[src/rtl/led_drv_pkg.sv]
package led_drv_pkg;

    localparam int PIXEL_BITS = 24;

    typedef enum logic [2:0] {
        ORD_RGB,
        ORD_RBG,
        ORD_GRB,
        ORD_GBR,
        ORD_BRG,
        ORD_BGR
    } chan_order_e;

    typedef enum logic [1:0] {
        ST_FETCH,
        ST_HIGH,
        ST_LOW,
        ST_LATCH
    } drv_state_e;

    // Rounded conversion of a width in ns to clock cycles, at least one cycle.
    function automatic int ns_to_cycles(input int width_ns, input int clk_ps);
        int c;
        c = (width_ns * 1000 + clk_ps / 2) / clk_ps;
        return (c < 1) ? 1 : c;
    endfunction

    function automatic int imax(input int a, input int b);
        return (a > b) ? a : b;
    endfunction

    // Places the three channel bytes in transmit order, first byte in [23:16].
    function automatic logic [PIXEL_BITS-1:0] arrange(
        input chan_order_e ord,
        input logic [7:0]  r,
        input logic [7:0]  g,
        input logic [7:0]  b
    );
        logic [PIXEL_BITS-1:0] w;
        unique case (ord)
            ORD_RGB: w = {r, g, b};
            ORD_RBG: w = {r, b, g};
            ORD_GRB: w = {g, r, b};
            ORD_GBR: w = {g, b, r};
            ORD_BRG: w = {b, r, g};
            ORD_BGR: w = {b, g, r};
            default: w = {g, r, b};
        endcase
        return w;
    endfunction

endpackage

[src/rtl/led_phase_timer.sv]
module led_phase_timer #(
    parameter int CW = 13
) (
    input  logic          clk,
    input  logic          rst_n,
    input  logic          clear_i,
    input  logic [CW-1:0] limit_i,
    output logic          expire_o
);

    logic [CW-1:0] cnt_q;

    always_ff @(posedge clk or negedge rst_n) begin
        if (!rst_n) begin
            cnt_q <= '0;
        end else if (clear_i) begin
            cnt_q <= '0;
        end else begin
            cnt_q <= cnt_q + CW'(1);
        end
    end

    assign expire_o = (cnt_q == limit_i - CW'(1));

    // a phase never runs past the width chosen for it
    cnt_within_limit_chk: assert property (@(posedge clk) disable iff (!rst_n)
        cnt_q < limit_i);

endmodule

[src/rtl/led_frame_addr.sv]
module led_frame_addr #(
    parameter int NUM_LEDS = 256,
    parameter int AW       = 8
) (
    input  logic          clk,
    input  logic          rst_n,
    input  logic          advance_i,
    output logic [AW-1:0] addr_o,
    output logic          at_start_o
);

    localparam logic [AW-1:0] LAST_IDX = AW'(NUM_LEDS - 1);

    logic [AW-1:0] addr_q;

    always_ff @(posedge clk or negedge rst_n) begin
        if (!rst_n) begin
            addr_q <= '0;
        end else if (advance_i) begin
            addr_q <= (addr_q == LAST_IDX) ? '0 : addr_q + AW'(1);
        end
    end

    assign addr_o     = addr_q;
    // After the load of the last pixel the index has wrapped to 0.
    assign at_start_o = (addr_q == '0);


    addr_range_chk: assert property (@(posedge clk) disable iff (!rst_n)
        addr_q <= LAST_IDX);

endmodule

[src/rtl/led_pixel_shifter.sv]
module led_pixel_shifter
    import led_drv_pkg::*;
#(
    parameter chan_order_e ORDER = ORD_GRB
) (
    input  logic       clk,
    input  logic       rst_n,
    input  logic       load_i,
    input  logic       shift_i,
    input  logic [7:0] red_i,
    input  logic [7:0] green_i,
    input  logic [7:0] blue_i,
    output logic       bit_o,
    output logic       last_o
);

    localparam int IW = $clog2(PIXEL_BITS);

    logic [PIXEL_BITS-1:0] shreg_q;
    logic [IW-1:0]         idx_q;

    always_ff @(posedge clk or negedge rst_n) begin
        if (!rst_n) begin
            shreg_q <= '0;
            idx_q   <= '0;
        end else if (load_i) begin
            shreg_q <= arrange(ORDER, red_i, green_i, blue_i);
            idx_q   <= '0;
        end else if (shift_i) begin
            shreg_q <= {shreg_q[PIXEL_BITS-2:0], 1'b0};
            idx_q   <= idx_q + IW'(1);
        end
    end

    assign bit_o  = shreg_q[PIXEL_BITS-1];
    assign last_o = (idx_q == IW'(PIXEL_BITS - 1));


    idx_bound_chk: assert property (@(posedge clk) disable iff (!rst_n)
        idx_q < IW'(PIXEL_BITS));


    no_shift_past_end_chk: assert property (@(posedge clk) disable iff (!rst_n)
        shift_i |-> !last_o);

endmodule

[src/rtl/led_chain_driver.sv]
module led_chain_driver
    import led_drv_pkg::*;
#(
    parameter int          NUM_LEDS = 256,
    parameter int          CLK_PS   = 12500,
    parameter int          T0H_NS   = 350,
    parameter int          T0L_NS   = 800,
    parameter int          T1H_NS   = 700,
    parameter int          T1L_NS   = 600,
    parameter int          TRES_NS  = 80000,
    parameter chan_order_e ORDER    = ORD_GRB,
    localparam int         AW       = (NUM_LEDS > 1) ? $clog2(NUM_LEDS) : 1
) (
    input  logic          clk,
    input  logic          rst_n,
    input  logic [7:0]    red_i,
    input  logic [7:0]    green_i,
    input  logic [7:0]    blue_i,
    output logic [AW-1:0] led_addr_o,
    output logic          dout_o
);

    localparam int C0H   = ns_to_cycles(T0H_NS, CLK_PS);
    localparam int C0L   = ns_to_cycles(T0L_NS, CLK_PS);
    localparam int C1H   = ns_to_cycles(T1H_NS, CLK_PS);
    localparam int C1L   = ns_to_cycles(T1L_NS, CLK_PS);
    localparam int CRES  = ns_to_cycles(TRES_NS, CLK_PS);
    localparam int CFET  = 2;
    localparam int CMAX  = imax(imax(imax(C0H, C0L), imax(C1H, C1L)), imax(CRES, CFET));
    localparam int TW    = $clog2(CMAX + 1);

    drv_state_e    state_q, state_d;
    logic          load, shift, clear;
    logic          expire, cur_bit, last_bit, frame_end;
    logic [TW-1:0] limit;

    led_phase_timer #(.CW(TW)) u_timer (
        .clk      (clk),
        .rst_n    (rst_n),
        .clear_i  (clear),
        .limit_i  (limit),
        .expire_o (expire)
    );

    led_frame_addr #(.NUM_LEDS(NUM_LEDS), .AW(AW)) u_addr (
        .clk        (clk),
        .rst_n      (rst_n),
        .advance_i  (load),
        .addr_o     (led_addr_o),
        .at_start_o (frame_end)
    );

    led_pixel_shifter #(.ORDER(ORDER)) u_shift (
        .clk     (clk),
        .rst_n   (rst_n),
        .load_i  (load),
        .shift_i (shift),
        .red_i   (red_i),
        .green_i (green_i),
        .blue_i  (blue_i),
        .bit_o   (cur_bit),
        .last_o  (last_bit)
    );

    // State register
    always_ff @(posedge clk or negedge rst_n) begin
        if (!rst_n) begin
            state_q <= ST_FETCH;
        end else begin
            state_q <= state_d;
        end
    end

    // Transitions and datapath strobes
    always_comb begin
        state_d = state_q;
        load    = 1'b0;
        shift   = 1'b0;
        clear   = 1'b0;
        unique case (state_q)
            ST_FETCH: begin
                if (expire) begin
                    load    = 1'b1;
                    clear   = 1'b1;
                    state_d = ST_HIGH;
                end
            end
            ST_HIGH: begin
                if (expire) begin
                    clear   = 1'b1;
                    state_d = ST_LOW;
                end
            end
            ST_LOW: begin
                if (expire) begin
                    clear = 1'b1;
                    if (!last_bit) begin
                        shift   = 1'b1;
                        state_d = ST_HIGH;
                    end else if (frame_end) begin
                        state_d = ST_LATCH;
                    end else begin
                        load    = 1'b1;
                        state_d = ST_HIGH;
                    end
                end
            end
            ST_LATCH: begin
                if (expire) begin
                    load    = 1'b1;
                    clear   = 1'b1;
                    state_d = ST_HIGH;
                end
            end
            default: begin
                clear   = 1'b1;
                state_d = ST_FETCH;
            end
        endcase
    end

    // Outputs: line level and the width of the running phase
    always_comb begin
        dout_o = 1'b0;
        limit  = TW'(CFET);
        unique case (state_q)
            ST_FETCH: limit = TW'(CFET);
            ST_HIGH: begin
                dout_o = 1'b1;
                limit  = cur_bit ? TW'(C1H) : TW'(C0H);
            end
            ST_LOW:   limit = cur_bit ? TW'(C1L) : TW'(C0L);
            ST_LATCH: limit = TW'(CRES);
            default:  limit = TW'(CFET);
        endcase
    end


    addr_step_chk: assert property (@(posedge clk) disable iff (!rst_n)
        load |=> (led_addr_o == (($past(led_addr_o) == AW'(NUM_LEDS - 1)) ? '0
                                  : $past(led_addr_o) + AW'(1))));


    addr_hold_chk: assert property (@(posedge clk) disable iff (!rst_n)
        !load |=> $stable(led_addr_o));


    load_aligned_chk: assert property (@(posedge clk) disable iff (!rst_n)
        load |-> (state_q == ST_FETCH || state_q == ST_LATCH || last_bit));


    latch_entry_chk: assert property (@(posedge clk) disable iff (!rst_n)
        $rose(state_q == ST_LATCH) |-> (led_addr_o == '0 && !dout_o));


    restart_chk: assert property (@(posedge clk) disable iff (!rst_n)
        $fell(state_q == ST_LATCH) |-> (dout_o && led_addr_o == AW'((NUM_LEDS > 1) ? 1 : 0)));

endmodule

[config.mk]
export PLATFORM = sky130hd
export DESIGN_NAME = led_chain_driver
export DESIGN_NICKNAME = d
export VERILOG_FILES = /design/src/rtl/led_drv_pkg.sv /design/src/rtl/led_phase_timer.sv /design/src/rtl/led_frame_addr.sv /design/src/rtl/led_pixel_shifter.sv /design/src/rtl/led_chain_driver.sv
export SDC_FILE = /design/constraint.sdc
export NUM_CORES = 1
export LEC_CHECK = 0
export BUFFER_PORTS_ARGS = -buffer_cell sky130_fd_sc_hd__buf_2
export CAP_MARGIN = 20
export CORE_MARGIN = 2
export CORE_UTILIZATION = 25
export DETAILED_ROUTE_END_ITERATION = 10
export PLACE_DENSITY_LB_ADDON = 0.25
export RECOVER_POWER = 25
export SYNTH_ARGS = -nofsm -noshare
export SYNTH_HDL_FRONTEND = slang
export SYNTH_SLANG_ARGS = --single-unit
[constraint.sdc]
create_clock -name clk -period 9.1 [get_ports clk]
set_clock_uncertainty 0.05 [all_clocks]
set_input_delay 1.82 -clock clk [delete_from_list [all_inputs] [get_ports clk]]
set_output_delay 1.82 -clock clk [all_outputs]
set_load 0.02 [all_outputs]
# Yosys cells after proc, flatten, opt, wreduce, memory -nomap -nowiden
# Index checks and enable logic that the tools add are counted.
# Widths: inputs -> output; s select.
# word_totals
latch_bits	0
elab_cells	49
ramBits	0
in_bits	26
output_inout_bits	9
reg_bits	52
n_memories	0
mem_bits_ro	0
# op_classes
eq_ne	9
n_lt_le_gt_ge	0
n_div	0
mux	25
n_reduce_logical	6
n_shift	0
addsub	4
bitwise_logic	0
multipliers	0
# op_table
cell	n
$pmux 13 s4	1
$mux 24	2
$add 13x1->13 const B	1
$eq 13x13->1	1
$mux 13	1
$sub 13x1->13 const B	1
$mux 2	5
$mux 5	2
$mux 1	9
$add 8x1->8 const B	1
$eq 8x8->1 const B	1
$logic_not 8->1	1
$mux 8	1
$mux 7	1
$mux 6	1
$pmux 2 s3	1
$add 5x1->5 const B	1
$eq 5x5->1 const B	1
$eq 2x2->1 const B	2
$ne 2x2->1 const B	2
$reduce_or 4->1	1
$reduce_and 3->1	1
$eq 2x1->1 const B	1
$logic_not 2->1	1
other kinds (4)	4

# Longest topological paths before layout
# logic_depth
depth_word	8
mapped_depth	11
mapped_depth_nobuf	10

# By module
# From an unflattened synthesis, not the netlist that was laid out.
# unflattened
cells_unflattened	312
hier_area_um2	3025.4
# modules_own_cells
module	area_per_inst_um2	seq_area_each_um2	n_inst	cells_per_inst
led_pixel_shifter	1373.8	725.7	1	128
led_phase_timer	979.7	325.3	1	113
led_frame_addr	422.9	200.2	1	43
led_chain_driver	249.0	50.0	1	28

# Least setup slack after synthesis
# No wires, ideal clock.
# synth_path
kind	register to register
from	register state_q[1]
to	register u_shift.shreg_q[17]
arrival_ps	2849
slack_ps	6128
synth_period_minus_slack_ps	2972
setup_time_ps	73
stages_incl_launch_ff	12
t_required_ps	8977
n_path_buf	2
cell_sequence	dfrtp_1 inv_1 ha_1 nor2b_1 inv_1 ha_1 xnor3_1 o2bb2a_1 clkbuf_1 a2111oi_4 buf_6 a2bb2oi_2
# synth_via
elab_chain_len	7
elab_cells_between_ends	15
cone_classes	add/sub: 1; eq/ne: 4; mux: 7; reduce/logical: 3
# synth_rtl
element	line_no	source
from (decl)	led_chain_driver.sv:32	drv_state_e state_q, state_d;
from (signal assigned)	led_chain_driver.sv:70	state_q <= state_d;
$eq 2x2->1 (tied with other cells)	led_chain_driver.sv:80, led_chain_driver.sv:126	
$pmux 13 s4	led_chain_driver.sv:126	unique case (state_q)
$sub 13x1->13	led_phase_timer.sv:23	assign expire_o = (cnt_q == limit_i - CW'(1));
$eq 13x13->1	led_phase_timer.sv:23	
$mux 1, on equally long branches	led_chain_driver.sv:82, led_chain_driver.sv:109, led_chain_driver.sv:95	
$pmux 1 s2 / $mux 1 (equally long branches)	led_chain_driver.sv:80	unique case (state_q)
$mux 24 / $reduce_bool 2->1 (equally long branches)	-	
to (signal assigned)	led_pixel_shifter.sv:27	shreg_q <= arrange(ORDER, red_i, green_i, blue_i);
to (signal assigned)	led_pixel_shifter.sv:30	shreg_q <= {shreg_q[PIXEL_BITS-2:0], 1'b0};
to (decl)	led_pixel_shifter.sv:19	logic [PIXEL_BITS-1:0] shreg_q;
# Parallel ways exist; a longest one is shown, timed or not. The select of a mux whose other input is x is not followed.
# A chain may end at the register's enable or synchronous reset.

==> impl_results.md <==
* Post-synthesis sequential area ratio at 42.5%
* Cts bufs inserted at 5
* Final Worst Setup Slack at 4830 ps
* Area Growth Syn to Fin at 14.6%
* Initial Util at 25.5%
* Flops & latches, synth at 52
* Wire per inst at 15.5 um
* Failing checks: max-capacitance violations, max-slew violations
* Share of cells above drive strength 1 at 22.7%
* Slowest cell on crit path: clkbuf_1
* Crit-path max FO at between 50 and 60
* Dpl hpwl at 4870 um
* CTS Sinks at 52
* R2R Path Start: state_q[1]$_DFFE_PN0P_
* Ant. Diodes at 0
* Vias per inst at 5.07
* DR vias at 2,354
* Synthesized cell area at 0.00306 sq mm
* Buffers & Inverters on Critical Path at 2
* Hold Vio Cnt, Final at 0
* Max stage delay on crit path at 2060 ps
* Critical Path AT at 3990 ps
* Most common cell after layout, fill and taps aside: dfrtp_1
* CTS max path bufs at 2
* # IOs at 35
* Total wire length at 7200 um
* Clk_lat worst skew at 290 ps
* Crit start category: input port
* Worst-margin pin slew at 2930 ps
* Worst r2r dst: u_shift.shreg_q[16]$_DFFE_PN0P_
* Max Freq at about 230 MHz
* Leak Pwr at 1.52 nW
* Cell Chain, Critical Path: buf_2, clkbuf_1
* Vias in the first global route at 2,418
* Cell Rows at 40
* Grt ovf at 0
* Worst r2r path cells at 11
* Max_cap viols at 1
* Critical Path End Type: async pin
* Post-route DRC at 0
* Worst Setup Path Type: in2async
* Postcts setup bufs at 0
* Initial antenna violation count at 0
* Most common flop cell mapped by yosys: dfrtp_1
* CTS tree: built
* Buffers on Ports at 34
* CTS HTree Levels at 2
* Clk pin slew, worst setup/hold paths at around 70 ps
* # resized after CTS at 0
* Syn nets at 324
* Required time of the critical path at approximately 8800 ps
* Max Slew Vio Count at 53
* Pre-CTS setup slack at slightly above 5000 ps
* Final setup TNS at 0 ps
* Hold_sp: u_addr.addr_o[6]$_DFFE_PN0P_
* Slew HR at -95.5%
* Gp weighted congestion at about 0.72
* Reg2reg setup slack at ~5000 ps
* Ys async rst share at 100%
* Cells after Synth at ~290
* Yosys warning total at 0
* # nets final at approximately 350
* Hold Path Sink: u_addr.addr_o[6]$_DFFE_PN0P_
* RSZ-0062 raised after global routing: no
* Global-route wire length before repair at 12,100 um
* Final period utilization at 47.0%
* Fin crit period at between 4000 and 5000 ps
* DR pass1 iterations at 4
* CP top delay family: buffers and inverters
* WHS Path Cells at 1
* Worst vdd ir at about 0.082 mV
* Status: finished with violations
* Largest net degree at the start of global routing at 53
* Syn_area_per_cell at 10.6 sq um
* Power per standard cell area at 216 mW/mm^2
* DRT antenna net count at 0
* Total track usage at 11.4%
* Commonest non-fill, non-tap cells in the layout: 52 x dfrtp_1, 34 x buf_2, 23 x o22ai_1, 18 x nor2_1, 17 x a2bb2oi_2
* Hold buffer count at CTS at 0
* Synth unique cells at 55
* Final Setup Violations at 0
* Die Height at about 110 um
* Core Area at 0.0120 sq mm
* DR iter-0 viols at 71
* Worst hold path type: reg2reg
* DIE AREA at 0.0132 sq mm
* CTS root buffer: clkbuf_16
* Hold_ws at 465 ps
* Chip width at 115 um
* Number of flops mapped to enable cells by yosys at 0
## synth_stat cells, drive strengths merged (4+ instances only)
master | n | area, sq um
a21oi | 4 | 20.0
a2bb2oi | 23 | 308
and3 | 8 | 50.1
buf | 7 | 52.5
clkbuf | 10 | 37.5
dfrtp | 52 | 1300
ha | 10 | 125
inv | 16 | 60.1
nand2 | 14 | 55.1
nand3 | 10 | 50.1
nand4 | 4 | 25.0
nor2 | 18 | 67.6
nor3 | 7 | 40.0
nor4 | 7 | 43.8
o22ai | 23 | 144
o2bb2ai | 5 | 43.8
o31ai | 4 | 30.0
o41ai | 6 | 52.6
xnor2 | 11 | 96.3
xor2 | 11 | 96.3
## power by group
part           leakage (nW)  total (mW)  switching (mW)  internal (mW)
registers             0.635       0.278          0.0250          0.253
logic                 0.812       0.282           0.173          0.110
clock network        0.0708       0.197          0.0932          0.104
total                  1.52       0.757           0.291          0.466
## sequential cells by signal, summed over array words and instances, names as in the netlist
| register | count |
|---|---|
| state_q | 2 |
| u_addr.addr_o | 8 |
| u_shift.idx_q | 5 |
| u_shift.shreg_q | 24 |
| u_timer.cnt_q | 13 |
## cell families after synthesis
logic type      after synthesis  share of synthesized area [%]
compound gates               82                           25.0
fa+ha+maj                    10                           4.08
flops                        52                           42.5
xor+xnor                     23                           7.02
mux                           4                           1.35
buf+inv                      33                           4.90
simple gates                 84                           15.2
## worst max-delay path by stage
stage / cells after the start / slack, ps / to / start
finish: 2 / 4830 / u_shift.shreg_q[12]$_DFFE_PN0P_ / rst_n
global route: 2 / 4180 / u_addr.addr_o[0]$_DFFE_PN0P_ / rst_n
CTS: 11 / 5080 / u_shift.shreg_q[16]$_DFFE_PN0P_ / state_q[1]$_DFFE_PN0P_
detailed placement: 11 / 5120 / u_shift.shreg_q[11]$_DFFE_PN0P_ / state_q[1]$_DFFE_PN0P_
global placement: 11 / 5240 / u_shift.shreg_q[16]$_DFFE_PN0P_ / state_q[1]$_DFFE_PN0P_
floorplan: 11 / 6130 / u_shift.shreg_q[17]$_DFFE_PN0P_ / state_q[1]$_DFFE_PN0P_
## routing by layer
layer / up-vias / global-route usage, % / routed length [um]
li1: 1141 / - / -
met1: 1158 / 16.3 / 3590
met2: 49 / 17.5 / 3250
met3: 6 / 2.49 / 274
met4: 0 / 3.29 / 83
met5: - / 0 / 0
## final cells by class
cell class              count  area (sq um)
inverters                  16          60.1
well taps                 147           184
flip-flops and latches     52          1300
repair buffers             38           196
multi-input cells         203          1620
fillers                  1261          8500
clock inverters             3          25.0
clock buffers               5           125
## metrics by stage
| stage | total power [mW] | utilization (%) | instances | instance area, sq um |
|---|---|---|---|---|
| floorplan | 0.502 | - | 288 | 3060 |
| finish | 0.757 | 29.2 | 464 | 3510 |
| global route | 0.808 | 29.2 | 464 | 3510 |
| detailed placement | 0.567 | 28.0 | 456 | 3360 |
| global placement | 0.562 | 28.0 | 456 | 3360 |
| CTS | 0.771 | 29.3 | 464 | 3510 |
(Power assumes the default switching activity.)
